===== src/rtl/brl_pkg.sv =====
package brl_pkg;

    localparam int INSTR_W = 32;
    localparam int OP_W    = 5;
    localparam int REG_W   = 5;
    localparam int CFIELD_W = 12;
    localparam int COND_W  = 3;

    localparam logic [OP_W-1:0] OPC_BRANCH = 5'd8;
    localparam logic [OP_W-1:0] OPC_BRLINK = 5'd9;

    typedef enum logic [COND_W-1:0] {
        CC_NEVER  = 3'd0,
        CC_ALWAYS = 3'd1,
        CC_ZERO   = 3'd2,
        CC_NZERO  = 3'd3,
        CC_POS    = 3'd4,
        CC_NEG    = 3'd5,
        CC_RSV6   = 3'd6,
        CC_RSV7   = 3'd7
    } cond_e;

    typedef enum logic [1:0] {
        KIND_NONE = 2'd0,
        KIND_BR   = 2'd1,
        KIND_BRL  = 2'd2
    } kind_e;

    typedef struct packed {
        logic [OP_W-1:0]     op;
        logic [REG_W-1:0]    dst;
        logic [REG_W-1:0]    tgt;
        logic [REG_W-1:0]    tst;
        logic [CFIELD_W-1:0] cfield;
    } fields_t;

    function automatic fields_t split_instr(input logic [INSTR_W-1:0] w);
        fields_t f;
        f.op     = w[31:27];
        f.dst    = w[26:22];
        f.tgt    = w[21:17];
        f.tst    = w[16:12];
        f.cfield = w[11:0];
        return f;
    endfunction

    function automatic kind_e classify(input logic [OP_W-1:0] op);
        kind_e k;
        case (op)
            OPC_BRANCH: k = KIND_BR;
            OPC_BRLINK: k = KIND_BRL;
            default:    k = KIND_NONE;
        endcase
        return k;
    endfunction

endpackage


===== src/rtl/brl_decode.sv =====
module brl_decode
    import brl_pkg::*;
(
    input  logic [INSTR_W-1:0] instr,
    output fields_t            fld,
    output kind_e              kind,
    output cond_e              cond
);
    always_comb begin
        fld  = split_instr(instr);
        kind = classify(fld.op);
        cond = cond_e'(fld.cfield[COND_W-1:0]);
    end
endmodule


===== src/rtl/brl_cond_eval.sv =====
module brl_cond_eval
    import brl_pkg::*;
#(
    parameter int XLEN = 32
) (
    input  cond_e            cond,
    input  logic [XLEN-1:0]  rc_val,
    output logic             hit
);
    localparam int SIGN_BIT = XLEN - 1;

    logic is_zero;
    logic is_neg;

    always_comb begin
        is_zero = (rc_val == '0);
        is_neg  = rc_val[SIGN_BIT];
        case (cond)
            CC_ALWAYS: hit = 1'b1;
            CC_ZERO:   hit = is_zero;
            CC_NZERO:  hit = !is_zero;
            CC_POS:    hit = !is_neg;
            CC_NEG:    hit = is_neg;
            default:   hit = 1'b0;
        endcase
    end
endmodule


===== src/rtl/brl_resolve.sv =====
module brl_resolve
    import brl_pkg::*;
#(
    parameter int XLEN = 32
) (
    input  kind_e            kind,
    input  logic             hit,
    input  logic [XLEN-1:0]  pc_inc,
    input  logic [XLEN-1:0]  rb_val,
    output logic             take,
    output logic [XLEN-1:0]  npc,
    output logic             lwe,
    output logic [XLEN-1:0]  ldata
);
    always_comb begin
        take  = (kind != KIND_NONE) && hit;
        npc   = take ? rb_val : pc_inc;
        lwe   = (kind == KIND_BRL);
        ldata = lwe ? pc_inc : '0;
    end
endmodule


===== src/rtl/brl_unit.sv =====
module brl_unit
    import brl_pkg::*;
#(
    parameter int XLEN = 32
) (
    input  logic                 clk,
    input  logic                 rst,
    input  logic [INSTR_W-1:0]   instr,
    input  logic [XLEN-1:0]      pc_inc,
    input  logic [XLEN-1:0]      rb_val,
    input  logic [XLEN-1:0]      rc_val,
    output logic [REG_W-1:0]     rb_idx,
    output logic [REG_W-1:0]     rc_idx,
    output logic                 br_taken,
    output logic [XLEN-1:0]      next_pc,
    output logic                 link_we,
    output logic [REG_W-1:0]     link_idx,
    output logic [XLEN-1:0]      link_data
);
    fields_t fld;
    kind_e   kind;
    cond_e   cond;
    logic    hit;
    logic    take_c;
    logic    lwe_c;
    logic [XLEN-1:0] npc_c;
    logic [XLEN-1:0] ldata_c;

    brl_decode u_dec (
        .instr (instr),
        .fld   (fld),
        .kind  (kind),
        .cond  (cond)
    );

    brl_cond_eval #(.XLEN(XLEN)) u_cond (
        .cond   (cond),
        .rc_val (rc_val),
        .hit    (hit)
    );

    brl_resolve #(.XLEN(XLEN)) u_res (
        .kind   (kind),
        .hit    (hit),
        .pc_inc (pc_inc),
        .rb_val (rb_val),
        .take   (take_c),
        .npc    (npc_c),
        .lwe    (lwe_c),
        .ldata  (ldata_c)
    );

    assign rb_idx = fld.tgt;
    assign rc_idx = fld.tst;

    always_ff @(posedge clk) begin
        if (rst) begin
            br_taken  <= 1'b0;
            next_pc   <= '0;
            link_we   <= 1'b0;
            link_idx  <= '0;
            link_data <= '0;
        end else begin
            br_taken  <= take_c;
            next_pc   <= npc_c;
            link_we   <= lwe_c;
            link_idx  <= fld.dst;
            link_data <= ldata_c;
        end
    end
endmodule


===== config.mk =====
export PLATFORM = sky130hd
export DESIGN_NAME = brl_unit
export DESIGN_NICKNAME = d
export VERILOG_FILES = /design/src/rtl/brl_pkg.sv /design/src/rtl/brl_decode.sv /design/src/rtl/brl_cond_eval.sv /design/src/rtl/brl_resolve.sv /design/src/rtl/brl_unit.sv
export SDC_FILE = /design/constraint.sdc
export NUM_CORES = 1
export LEC_CHECK = 0
export BUFFER_PORTS_ARGS = -buffer_cell sky130_fd_sc_hd__buf_2
export CAP_MARGIN = 20
export CORE_ASPECT_RATIO = 0.6
export CORE_UTILIZATION = 30
export CTS_CLUSTER_DIAMETER = 200
export DETAILED_ROUTE_END_ITERATION = 12
export MAX_ROUTING_LAYER = met4
export PLACE_DENSITY = 0.65
export SYNTH_ARGS = -nofsm -noshare
export SYNTH_HDL_FRONTEND = slang
export SYNTH_SLANG_ARGS = --single-unit

===== constraint.sdc =====
create_clock -name clk -period 1.7 [get_ports clk]
set_input_delay 0.34 -clock clk [delete_from_list [all_inputs] [get_ports clk]]
set_output_delay 0.34 -clock clk [all_outputs]
set_load 0.05 [all_outputs]

; ---- Word-level counts from Yosys, hierarchy flattened
; Cells that the tools add are included.
[word_totals]
elab_cells = 23
reg_bits = 71
in_bits = 130
output_inout_bits = 81
[op_classes]
bitwise = 1
n_reduce_logical = 6
n_mux = 3
n_eq_ne = 8
[op_table]
columns = operator, count
row1 = $logic_not 32->1, 1
row2 = $mux 32, 1
row3 = $eq 5x4->1 const B, 2
row4 = $eq 3x2->1 const B, 2
row5 = $eq 3x3->1 const B, 2
row6 = $pmux 1 s5, 1
row7 = $pmux 2 s2, 1
row8 = $eq 3x1->1 const B, 1
row9 = $eq 2x2->1 const B, 1
row10 = $logic_not 1->1, 2
row11 = $reduce_bool 2->1, 1
row12 = $reduce_or 2->1, 1
row13 = $logic_and 1x1->1, 1
row14 = $not 1->1, 1

; ---- Depth between registers and ports, before layout
[depth]
ltp_word = 5
depth_mapped = 6
mapped_depth_nobuf = 5

; ---- Hierarchy
; From an unflattened synthesis, not the netlist that was laid out.
[unflattened]
cells_unflattened = 277
hier_area_um2 = 2936.6
[by_module_without_submodules]
columns = module, area_each_um2, cells_each, instances, seq_area_each_um2
row1 = brl_unit, 1900.6, 149, 1, 1421.4
row2 = brl_resolve, 634.4, 73, 1, 0.0
row3 = brl_decode, 289.0, 38, 1, 0.0
row4 = brl_cond_eval, 112.6, 17, 1, 0.0

; ---- Least setup slack after synthesis
; Ideal clock, no wire load.
[synth_path]
path_kind = in2reg
from = input port instr[28]
to = register next_pc[0]
setup_slack_ns = -0.096
path_buffers = 1
t_required_ns = 1.580
stages = 6
arrival_ns = 1.677
path_cell_list = or4b_4 -> nor3b_2 -> a21boi_2 -> o32ai_2 -> buf_6 -> mux2i_1
[synth_between]
elab_chain_len = 5
word_cells_on_any_way = 6
classes_between = 2 x eq/ne / 2 x mux / 2 x reduce/logical
[synth_rtl]
columns = item, line
row1 = from (decl), brl_unit.sv:8  ; input logic [INSTR_W-1:0] instr,
row2 = $eq 5x4->1, brl_pkg.sv:49  ; case (op)
row3 = $pmux 2 s2 *, brl_pkg.sv:49
row4 = $reduce_bool 2->1 *, brl_resolve.sv:16  ; take = (kind != KIND_NONE) && hit;
row5 = $logic_and 1x1->1 *, brl_resolve.sv:16
row6 = $mux 32 *, brl_resolve.sv:17  ; npc = take ? rb_val : pc_inc;
row7 = to (signal assigned), brl_unit.sv:65  ; next_pc <= npc_c;
row8 = to (decl), brl_unit.sv:15  ; output logic [XLEN-1:0] next_pc,
; Every way passes the cells marked *; elsewhere a longest branch is shown, timed or not.
; A chain may end at the register's enable or synchronous reset.

; ---- Final worst setup path
[layout_path]
from = input port instr[28]
to = register next_pc[2]
; The elaborated chain is that of the path after synthesis.

==> results.py <==
metrics = {
    "clock_tree": {
        "postCtsSetupBuffers": 0,
        "clock_path_buffers": 2,
        "cts_tree": "yes",
        "ctsResizeCount": 0,
        "cts-htree-levels": 3,
        "cts_hold_buffers": 0,
        "cts_root_buf": "clkbuf_16",
        "clock_sinks": 71,
        "clk_pin_slew_ns": 0.05,
        "cts_buffers": 9,
    },
    "worst_setup_path": {
        "cp_num_buf_inv": 2,
        "crit_type": "in2reg",
        "worstPathArrival_ns": 1.89,
        "critical_path.slowest_cell": "or4b_4",
        "critPathMaxStageDelay_ns": 0.56,
        "critPathRequiredTime_ns": 1.91,
        "startpoint_type": "input port",
        "cp_max_fo": 16,
        "path_cells": "buf_6 > or4b_4 > nor3b_2 > a21boi_2 > o32ai_4 > buf_12 > mux2i_2",
        "cp.depth": 7,
        "cpLargestDelayFamily": "simple AND/OR/NAND/NOR gates",
        "end_kind": "flop",
    },
    "logic_synthesis": {
        "syn-num-nets": 377,
        "synth_largest_area_cell": "dfxtp_1",
        "yosys_warnings": 0,
        "syn_inst": 247,
        "synthTopCellsByArea": "dfxtp_1 53%, nand2b_1 15%, mux2i_1 12%",
        "yosys_most_used_dff": "dfxtp_1",
        "synth.most_common_cell": "dfxtp_1",
        "synth_area_sq_um": 2680,
        "ys_seq_area_share_pct": 53.0,
        "synth.distinct_cells": 18,
        "avgSynthCellArea_sq_um": 10.9,
        "yosysTopAreaCellShare_pct": 53.0,
        "yosys-top-cells-count": "71 x dfxtp_1, 64 x nand2b_1, 32 x and2_1, 32 x mux2i_1",
        "synth_edf_count": 0,
        "synth_seq_cells": 71,
        "async_flop_share_pct": 0,
    },
    "die": {
        "die_area_sq_um": 9330,
        "io_pins": 211,
        "rows": 26,
        "core-area_sq_um": 8590,
        "initial_utilization_pct": 31.2,
        "die_width_um": 124,
        "chipHeight_um": 75.2,
    },
    "timing": {
        "period_needed_ns": 1.68,
        "grt_setup_unrepaired": "true",
        "setup-violations-final": 0,
        "worst_slew_pin_slew_ns": 0.334,
        "fin_crit_sh_pct": 98.9,
        "drv_slew": 0,
        "maxSlewHeadroom_pct": 77.5,
        "final.setup.worst_slack_ns": 0.0183,
        "hold_viol": 0,
        "max_freq_ghz": 0.595,
    },
    "global_route": {
        "grt_max_degree": 33,
        "grtUsageTotal_pct": 14.7,
        "grt_pass1_vias": 2088,
        "grt_first_pass_wirelength_mm": 9.69,
        "grt_overflow": 0,
        "antenna_found_initial": 0,
    },
    "placement": {
        "portBuffers": 181,
        "placed_area_sq_um": 3690,
        "dp_cells": 526,
        "dp_hpwl_mm": 5.17,
        "pre_cts_slack_ns": -0.316,
        "gp_congestion": 0.771,
    },
    "power": {
        "finalPower_mw": 4.37,
        "powerDensity_nw_per_um2": 1090,
        "vdd_drop_max_uv": 448,
        "power_leakage_nw": 2.14,
    },
    "min_path": {
        "min_path_cells": 2,
        "hold_path_class": "in2reg",
    },
    "cells_and_area": {
        "stdcell_count": 541,
        "nNetsFinal": 555,
        "area_growth_pct": 49.9,
        "nFillCells": 837,
        "layout-drive-gt1-share_pct": 49.2,
        "n_antenna_cell": 0,
        "design_area_sq_um": 4020,
    },
    "run_status": {
        "status": "finished, final reports clean",
    },
    "routing": {
        "vias_per_cell": 4.23,
        "vias": 2288,
        "avgRoutedWirePerCell_um": 12.3,
        "firstDrtPassIters": 4,
        "ant_nets": 0,
        "drt_wl_total_mm": 6.66,
        "drt_iter0_markers": 48,
        "drcViolationCount": 0,
    },
    "flow_run": {
        "drv_cap": 0,
    },
}
==> report_power, final <==
part           total, mW  internal [mW]  switching (mW)
clock               1.97           1.31           0.659
combinational      0.647          0.241           0.406
sequential          1.75           1.73          0.0164
==> sequential cells by signal (all words and copies together) (netlist names) <==
name and cells:
br_taken 1, next_pc 32, link_we 1, link_data 32, link_idx 5
==> kinds of logic (layout without fill, tap and decap cells) <==
logic type | Yosys count | count (layout) | synth area share (%)
flops | 71 | 71 | 53.0
compound gates | 3 | 3 | 1.31
mux | 32 | 32 | 12.0
buf+inv | 23 | 205 | 5.46
simple gates | 118 | 118 | 28.2
==> stage by stage <==
step / TNS, ns / hold slack [ns] / util (%)
global route: -0.0421 / 0.220 / 46.8
detailed placement: -12.66 / 0.553 / 42.9
floorplan: -2.77 / 0.462 / -
finish: 0 / 0.223 / 46.8
CTS: 0 / 0.206 / 46.6
global placement: -10.80 / 0.547 / 42.9
==> area by class of cell <==
type	instances	area (sq um)	area share (%)
clock buffer	11	243	6.04
timing repair buffer	190	1000	25.0
clock inverter	4	70.1	1.74
sequential	71	1420	35.4
multi-input combinational	153	1140	28.3
tap	112	140	3.49
==> worst paths after layout <==
kind,start,to,slack (ns)
worst max-delay path,instr[28],next_pc[2]$_SDFF_PP0_,0.02
worst min-delay path,instr[22],link_idx[0]$_SDFF_PP0_,0.22
==> metal layers <==
metal,up-vias,part of all wire [%],GRT usage [%]
met3,12,11,6.67
met2,108,45,23.1
met5,-,0,-
met4,0,1.3,6.48
li1,1144,-,-
met1,1024,43,16.1
==> cells in the final DEF, fill, tap and decap left out, drive strengths merged <==
master / instances
o32ai: 1
nor2b: 6
nor3b: 3
bufinv: 2
dfxtp: 71
o31ai: 1
and2: 32
or4b: 1
nand2b: 64
nor2: 1
clkbuf: 11
a21boi: 1
mux2i: 32
nor4: 8
and4: 2
clkinv: 2
and3: 1
buf: 190
Power figures use the tool's default switching activity.
